<file path="config.mk">
export PLATFORM = sky130hd
export DESIGN_NAME = nvm_cmd_ctrl
export DESIGN_NICKNAME = d
export VERILOG_FILES = /design/src/rtl/nvm_cmd_pkg.sv /design/src/rtl/nvm_cmd_decode.sv /design/src/rtl/nvm_op_seq.sv /design/src/rtl/nvm_store.sv /design/src/rtl/nvm_cmd_ctrl.sv
export SDC_FILE = /design/constraint.sdc
export NUM_CORES = 1
export LEC_CHECK = 0
export BUFFER_PORTS_ARGS = -buffer_cell sky130_fd_sc_hd__buf_2
export CAP_MARGIN = 10
export CORE_MARGIN = 1.5
export CORE_UTILIZATION = 25
export CTS_CLUSTER_DIAMETER = 80
export DETAILED_ROUTE_END_ITERATION = 16
export PLACE_DENSITY_LB_ADDON = 0.25
export RECOVER_POWER = 100
export REMOVE_ABC_BUFFERS = 1
export SLEW_MARGIN = 20
export SYNTH_ARGS = -nofsm -noshare
export SYNTH_HDL_FRONTEND = slang
export SYNTH_SLANG_ARGS = --single-unit
</file>
<file path="constraint.sdc">
create_clock -name clk -period 4.3 [get_ports clk]
set_clock_uncertainty 0.2 [all_clocks]
set_input_delay 0.86 -clock clk [delete_from_list [all_inputs] [get_ports clk]]
set_output_delay 0.86 -clock clk [all_outputs]
set_load 0.02 [all_outputs]
</file>
<file path="src/rtl/nvm_cmd_pkg.sv">
// Package: shared encodings for the flash command controller.
// Assumes an 8-bit I/O register bus with 6-bit offsets.
package nvm_cmd_pkg;

    localparam logic [5:0] CSR_OFS = 6'h32;
    localparam logic [5:0] CMD_OFS = 6'h33;

    typedef enum logic [5:0] {
        CMD_NOP        = 6'h00,
        CMD_CHIP_ERASE = 6'h10,
        CMD_CHIP_WRITE = 6'h11,
        CMD_SECT_ERASE = 6'h14,
        CMD_PAGE_ERASE = 6'h18,
        CMD_WORD_WRITE = 6'h1D
    } cmd_code_e;

    typedef enum logic [2:0] {
        OP_NONE,
        OP_ERASE_ALL,
        OP_WRITE_ALL,
        OP_ERASE_CODE,
        OP_WRITE_WORD,
        OP_ERASE_PAGE
    } op_kind_e;

endpackage

</file>
<file path="src/rtl/nvm_cmd_decode.sv">
// Module: nvm_cmd_decode
// Maps a 6-bit command code to an operation kind and says whether the
// requester may issue it. Purely combinational; assumes the caller
// qualifies the result with the write strobe and the busy state.
module nvm_cmd_decode
    import nvm_cmd_pkg::*;
(
    input  logic [5:0] code,
    input  logic       req_self,
    output logic       accept,
    output op_kind_e   op
);

    logic legal;
    logic self_ok;

    // Decode the code into an operation and mark legal codes.
    always_comb begin
        legal   = 1'b1;
        self_ok = 1'b0;
        op      = OP_NONE;
        unique case (code)
            CMD_NOP:        self_ok = 1'b1;
            CMD_CHIP_ERASE: op = OP_ERASE_ALL;
            CMD_CHIP_WRITE: op = OP_WRITE_ALL;
            CMD_SECT_ERASE: op = OP_ERASE_CODE;
            CMD_PAGE_ERASE: begin op = OP_ERASE_PAGE; self_ok = 1'b1; end
            CMD_WORD_WRITE: begin op = OP_WRITE_WORD; self_ok = 1'b1; end
            default:        legal = 1'b0;
        endcase
    end

    // Self-programming may only use the restricted subset.
    always_comb accept = legal && (self_ok || !req_self);

endmodule

</file>
<file path="src/rtl/nvm_op_seq.sv">
// Module: nvm_op_seq
// Holds one operation for OP_CYCLES cycles and pulses commit in the last
// one. Assumes start is only asserted while busy is low.
module nvm_op_seq
    import nvm_cmd_pkg::*;
#(
    parameter int OP_CYCLES = 4,
    parameter int ADDR_W    = 7,
    parameter int DATA_W    = 8
) (
    input  logic              clk,
    input  logic              rst_n,
    input  logic              start,
    input  op_kind_e          op_in,
    input  logic [ADDR_W-1:0] addr_in,
    input  logic [DATA_W-1:0] data_in,
    output logic              busy,
    output logic              commit,
    output op_kind_e          op_q,
    output logic [ADDR_W-1:0] addr_q,
    output logic [DATA_W-1:0] data_q
);

    localparam int CNT_W = $clog2(OP_CYCLES) + 1;

    logic [CNT_W-1:0] cnt_q;

    // Commit happens in the final busy cycle.
    always_comb commit = busy && (cnt_q == '0);

    // Busy flag and remaining-cycle counter.
    always_ff @(posedge clk) begin
        if (!rst_n) begin
            busy  <= 1'b0;
            cnt_q <= '0;
        end else if (start) begin
            busy  <= 1'b1;
            cnt_q <= CNT_W'(OP_CYCLES - 1);
        end else if (busy) begin
            if (cnt_q == '0) busy <= 1'b0;
            else             cnt_q <= cnt_q - 1'b1;
        end
    end

    // Latch the operation and its operands when it starts.
    always_ff @(posedge clk) begin
        if (!rst_n) begin
            op_q   <= OP_NONE;
            addr_q <= '0;
            data_q <= '0;
        end else if (start) begin
            op_q   <= op_in;
            addr_q <= addr_in;
            data_q <= data_in;
        end
    end

endmodule

</file>
<file path="src/rtl/nvm_store.sv">
// Module: nvm_store
// Behavioural flash array: CODE_WORDS code bytes plus one lock byte at
// address CODE_WORDS. Erased bytes are all ones; programming ANDs.
// Assumes CODE_WORDS and PAGE_WORDS are powers of two.
module nvm_store
    import nvm_cmd_pkg::*;
#(
    parameter int CODE_WORDS = 64,
    parameter int PAGE_WORDS = 8,
    parameter int ADDR_W     = 7,
    parameter int DATA_W     = 8
) (
    input  logic              clk,
    input  logic              rst_n,
    input  logic              commit,
    input  op_kind_e          op,
    input  logic [ADDR_W-1:0] addr,
    input  logic [DATA_W-1:0] data,
    input  logic [ADDR_W-1:0] raddr,
    output logic [DATA_W-1:0] rdata
);

    localparam int                CODE_AW   = $clog2(CODE_WORDS);
    localparam int                PAGE_SH   = $clog2(PAGE_WORDS);
    localparam logic [ADDR_W-1:0] LOCK_ADDR = ADDR_W'(CODE_WORDS);
    localparam logic [DATA_W-1:0] ERASED    = '1;

    logic [DATA_W-1:0] code_view [CODE_WORDS];
    logic [DATA_W-1:0] lock_q;

    for (genvar w = 0; w < CODE_WORDS; w++) begin : g_word
        localparam logic [ADDR_W-1:0] WADDR = ADDR_W'(w);
        logic [DATA_W-1:0] word_q;

        // Update this code word on commit according to the operation.
        always_ff @(posedge clk) begin
            if (!rst_n) begin
                word_q <= ERASED;
            end else if (commit) begin
                case (op)
                    OP_ERASE_ALL, OP_ERASE_CODE: word_q <= ERASED;
                    OP_WRITE_ALL:                word_q <= word_q & data;
                    OP_WRITE_WORD:
                        if (addr == WADDR) word_q <= word_q & data;
                    OP_ERASE_PAGE:
                        if ((addr >> PAGE_SH) == (WADDR >> PAGE_SH)) word_q <= ERASED;
                    default: ;
                endcase
            end
        end

        assign code_view[w] = word_q;
    end

    // Lock byte: only the full erase or a word write to it touches it.
    always_ff @(posedge clk) begin
        if (!rst_n) begin
            lock_q <= ERASED;
        end else if (commit) begin
            if (op == OP_ERASE_ALL)
                lock_q <= ERASED;
            else if (op == OP_WRITE_WORD && addr == LOCK_ADDR)
                lock_q <= lock_q & data;
        end
    end

    // Combinational read port.
    always_comb begin
        if (raddr == LOCK_ADDR)      rdata = lock_q;
        else if (raddr < LOCK_ADDR)  rdata = code_view[raddr[CODE_AW-1:0]];
        else                         rdata = '0;
    end

endmodule

</file>
<file path="src/rtl/nvm_cmd_ctrl.sv">
// Module: nvm_cmd_ctrl (top)
// Flash command controller: status register with busy flag at 0x32,
// command register at 0x33, requester-dependent command filtering,
// fixed-latency sequencing and a behavioural code/lock array.
// Assumes power-of-two CODE_WORDS and PAGE_WORDS, OP_CYCLES >= 1.
module nvm_cmd_ctrl
    import nvm_cmd_pkg::*;
#(
    parameter int CODE_WORDS = 64,
    parameter int PAGE_WORDS = 8,
    parameter int OP_CYCLES  = 4,
    parameter int DATA_W     = 8,
    parameter int ADDR_W     = $clog2(CODE_WORDS) + 1
) (
    input  logic              clk,
    input  logic              rst_n,
    input  logic              req_self,
    input  logic [5:0]        io_addr,
    input  logic              io_we,
    input  logic [7:0]        io_wdata,
    output logic [7:0]        io_rdata,
    input  logic [ADDR_W-1:0] nvm_addr,
    input  logic [DATA_W-1:0] nvm_wdata,
    input  logic [ADDR_W-1:0] mem_raddr,
    output logic [DATA_W-1:0] mem_rdata
);

    logic              accept;
    op_kind_e          dec_op;
    logic              cmd_wr;
    logic              take;
    logic              start;
    logic [5:0]        cmd_q;
    logic              busy;
    logic              commit;
    op_kind_e          run_op;
    logic [ADDR_W-1:0] run_addr;
    logic [DATA_W-1:0] run_data;

    nvm_cmd_decode u_dec (
        .code     (io_wdata[5:0]),
        .req_self (req_self),
        .accept   (accept),
        .op       (dec_op)
    );

    // Qualify a command write: register hit, idle, and permitted.
    always_comb begin
        cmd_wr = io_we && (io_addr == CMD_OFS);
        take   = cmd_wr && !busy && accept;
        start  = take && (dec_op != OP_NONE);
    end

    // Command register keeps the last accepted code.
    always_ff @(posedge clk) begin
        if (!rst_n)    cmd_q <= '0;
        else if (take) cmd_q <= io_wdata[5:0];
    end

    nvm_op_seq #(
        .OP_CYCLES (OP_CYCLES),
        .ADDR_W    (ADDR_W),
        .DATA_W    (DATA_W)
    ) u_seq (
        .clk     (clk),
        .rst_n   (rst_n),
        .start   (start),
        .op_in   (dec_op),
        .addr_in (nvm_addr),
        .data_in (nvm_wdata),
        .busy    (busy),
        .commit  (commit),
        .op_q    (run_op),
        .addr_q  (run_addr),
        .data_q  (run_data)
    );

    nvm_store #(
        .CODE_WORDS (CODE_WORDS),
        .PAGE_WORDS (PAGE_WORDS),
        .ADDR_W     (ADDR_W),
        .DATA_W     (DATA_W)
    ) u_mem (
        .clk    (clk),
        .rst_n  (rst_n),
        .commit (commit),
        .op     (run_op),
        .addr   (run_addr),
        .data   (run_data),
        .raddr  (mem_raddr),
        .rdata  (mem_rdata)
    );

    // Register read mux.
    always_comb begin
        case (io_addr)
            CSR_OFS: io_rdata = {busy, 7'b0};
            CMD_OFS: io_rdata = {2'b00, cmd_q};
            default: io_rdata = 8'h00;
        endcase
    end

endmodule

</file>
==> out/metrics.csv <==
stage,metric,value,unit
min_path,Min-Delay Path Depth,2,
clock_network,number of buffers created by CTS,59,
floorplanning,floorplan die height,303,um
critical_path,delay of the slowest cell on the worst path,540,ps
critical_path,Worst Setup Start Kind,primary input,
synthesis,"Primary FF master, synth",sky130_fd_sc_hd__dfxtp_1,
critical_path,Worst EP arrival,3200,ps
timing,hold slack,255,ps
synthesis,sequential share of the synthesized area,48.8,%
critical_path,count of buffer and inverter cells on the critical path,5,
critical_path,required time at the worst-slack endpoint,3240,ps
timing,fraction of the cycle the final worst path needs,99.0,%
route,DR vias,17800,
timing,setup repair after global routing missed its margin,true,
critical_path,slowest library cell on the worst path,sky130_fd_sc_hd__mux4_2,
placed_design,final weighted congestion of routability-driven global placement,0.791,
timing,post-layout minimum cycle time,4260,ps
clock_network,cts hold-fix bufs,0,
synthesis,Area contributors post-synth,"sky130_fd_sc_hd__dfxtp_1, sky130_fd_sc_hd__mux4_2, sky130_fd_sc_hd__o21ai_0, sky130_fd_sc_hd__nand2_1, sky130_fd_sc_hd__mux2i_1",
critical_path,ordered list of cells on the worst path,"buf_4, buf_12, buf_12, buf_4, mux4_2, a211oi_1, o41ai_2, buf_2",
layout,area taken by flip-flops and latches,0.0110,mm2
route,drt pass-1 iters,5,
placed_design,post-DP HPWL,45000,um
timing,Worst Max-Slew Pin Slew,1310,ps
clock_network,Clock Tree Buf Depth,3,
timing,upper clock frequency limit,235,MHz
critical_path,worst reg-to-reg path cell count,5,
synthesis,"FFs w/ async S/R, synth",0,%
placed_design,quantity of I/O buffers inserted on ports,52,
synthesis,average instance area after synthesis,9.55,um2
route,DRT iter0 DRCs,1313,
layout,number of nets in the layout,2434,
pwr,Final Total Pwr,10.7,mW
pwr,Pwr per Cell Area,410,mW/mm2
route,DRC violation count after routing,0,
clock_network,number of levels the H-tree was split into,2,
pwr,leakage,8.82,nW
clock_network,CTS tree,built,
critical_path,number of cells on the critical path,8,
global_route,global-route wire length before repair,105000,um
global_route,number of antenna violations at the first check in global routing,4,
flow_run,Max-cap violations,0,
timing,Setup Total Neg Slack,0,ps
critical_path,start-to-end type of the worst setup path,in2out,
timing,Slew HR,12.5,%
synthesis,number of synthesized flops with an enable pin,0,
synthesis,count of unique library cells instantiated by Yosys,63,
route,sum of routed wire length over all layers,67900,um
clock_network,Clock Sinks,548,
critical_path,element type at the critical path end,output port,
global_route,Global Route Usage Sum,14.7,%
pwr,largest voltage drop on the vdd net,0.298,mV
global_route,largest net degree at the start of global routing,65,
floorplanning,die area,0.0918,mm2
route,detail-routed via count per cell,4.94,
floorplanning,standard-cell row count,109,
layout,core utilization of the finished layout,29.4,%
timing,max-slew violations,0,
global_route,via count of the first global-routing pass,17600,
floorplanning,I/O pin count,56,
layout,total of fill cells in the finished design,9237,
clock_network,Clock transition at path regs,60,ps
layout,share of post-route cells with drive strength above 1,17.1,%
synthesis,library cell occupying the most area in the post-synthesis netlist,sky130_fd_sc_hd__dfxtp_1,
min_path,Hold Crit Class,reg2reg,
layout,area used by multi-input combinational logic,0.0104,mm2
route,detail-routed net length per standard cell,18.9,um
synthesis,post-synthesis instance area,0.0225,mm2
synthesis,cell with the most instances after synthesis,sky130_fd_sc_hd__nand2_1,
timing,final number of hold-violating endpoints,0,
layout,Synth-to-Final Area Change,15.9,%
synthesis,commonest cells in the synthesized netlist,"sky130_fd_sc_hd__nand2_1, sky130_fd_sc_hd__o21ai_0, sky130_fd_sc_hd__dfxtp_1, sky130_fd_sc_hd__mux4_2, sky130_fd_sc_hd__clkbuf_1",
floorplanning,effective utilization at floorplan,25.3,%
status,result of the run,completed,
critical_path,flop-to-flop setup slack,270,ps
critical_path,critical path's top delay family,buffers and inverters,
floorplanning,horizontal extent of the die,303,um
critical_path,Critical Path Fanout Max,23,
synthesis,instance count of the mapped netlist,2356,
synthesis,share of the synthesized area in the top cell type,48.8,%
synthesis,number of synthesized register bits,548,
route,count of antenna-violating nets left after detailed routing,0,
clock_network,clock latency at the later pin of the worst-skew pair,620,ps
global_route,final global-route overflow total,0,
clock_network,clk root buf,sky130_fd_sc_hd__clkbuf_16,
floorplanning,area inside the core boundary,0.0888,mm2
synthesis,Syn. warnings,0,
timing,setup violation total in the final timing report,0,
-- worst paths after layout --
| path | startpoint | to |
|---|---|---|
| max reg2reg | u_seq.addr_q[4] | u_mem.g_word[10].word_q[3] |
| min | cmd_q[5] | cmd_q[5] |
| max | mem_raddr[2] | mem_rdata[2] |
| min reg2reg | cmd_q[5] | cmd_q[5] |
-- stage by stage --
step	std cells	instance area [um2]	setup slack, ps
after floorplan	2166	21400	-1060
after global placement	3496	24200	-277
after detailed placement	3496	24200	-286
after CTS	3597	26200	3.31
after global routing	3597	26100	-18.6
final	3599	26100	44.0
-- flip-flops by register name, summed over array words and instances (netlist names) --
| signal | flops |
|---|---|
| cmd_q | 6 |
| u_seq.data_q | 8 |
| u_seq.addr_q | 7 |
| u_seq.op_q | 3 |
| u_mem.g_word.word_q | 512 |
| u_mem.lock_q | 8 |
| u_seq.cnt_q | 3 |
| u_seq.busy | 1 |
-- what timing repair did --
| action | 4_1_cts | 5_1_grt |
|---|---|---|
| resized for setup | 14 | 14 |
| setup buffers | 0 | 0 |
| setup endpoints to repair | 8 | 7 |
-- final cells by class --
cell class	instances	share of cell area, %
inverters	12	0.173
repair buffers	165	4.93
clock inverters	17	1.02
diodes	2	0.0192
multi-input cells	1606	39.7
flip-flops and latches	548	42.1
clock buffers	84	6.45
well taps	1165	5.59
-- tightest hold or removal path: cells and delay by family, from the launching register on --
kind	cells	cell delay, ps
flops	1	300
buf+inv	1	60
simple gates	1	50
-- cells in the final DEF (no fill, tap or decap), drive strengths merged, types with 11 or more instances in the layout --
master / n
inv: 13
nor2: 36
a2111oi: 16
a22oi: 16
clkbuf: 98
dfxtp: 548
mux4: 128
mux2i: 41
nand2: 606
o21a: 11
o21ai: 589
buf: 151
nand3: 11
nor2b: 27
nand3b: 12
-- layer usage --
layer / share of wire (%) / up-vias / wire (um) / track usage (%)
met4: 1.9 / 0 / 1320 / 3.74
met3: 5.5 / 89 / 3710 / 2.35
li1: - / 8340 / - / -
met2: 47 / 476 / 32000 / 24.1
met5: 0 / - / 0 / 0
met1: 45 / 8889 / 30900 / 20.1
-- power by group --
part	total, mW	switching [mW]	internal (mW)
clock network	5.14	2.08	3.06
logic	0.468	0.284	0.185
registers	5.08	0.000292	5.08
-- logic make-up (layout without fill, tap and decap cells) --
kind of cell             Yosys count  after routing  share of synthesized area (%)
XOR/XNOR                           5              5                          0.195
other                              1              3                         0.0167
multiplexers                     169            169                           14.6
buffers and inverters            202            278                           5.11
flip-flops                       548            548                           48.8
AO/OA/AOI/OAI                    672            672                           16.5
AND/OR/NAND/NOR                  757            757                           14.7
adder cells (fa/ha/maj)            2              2                          0.111
Power figures use the tool's default switching activity.
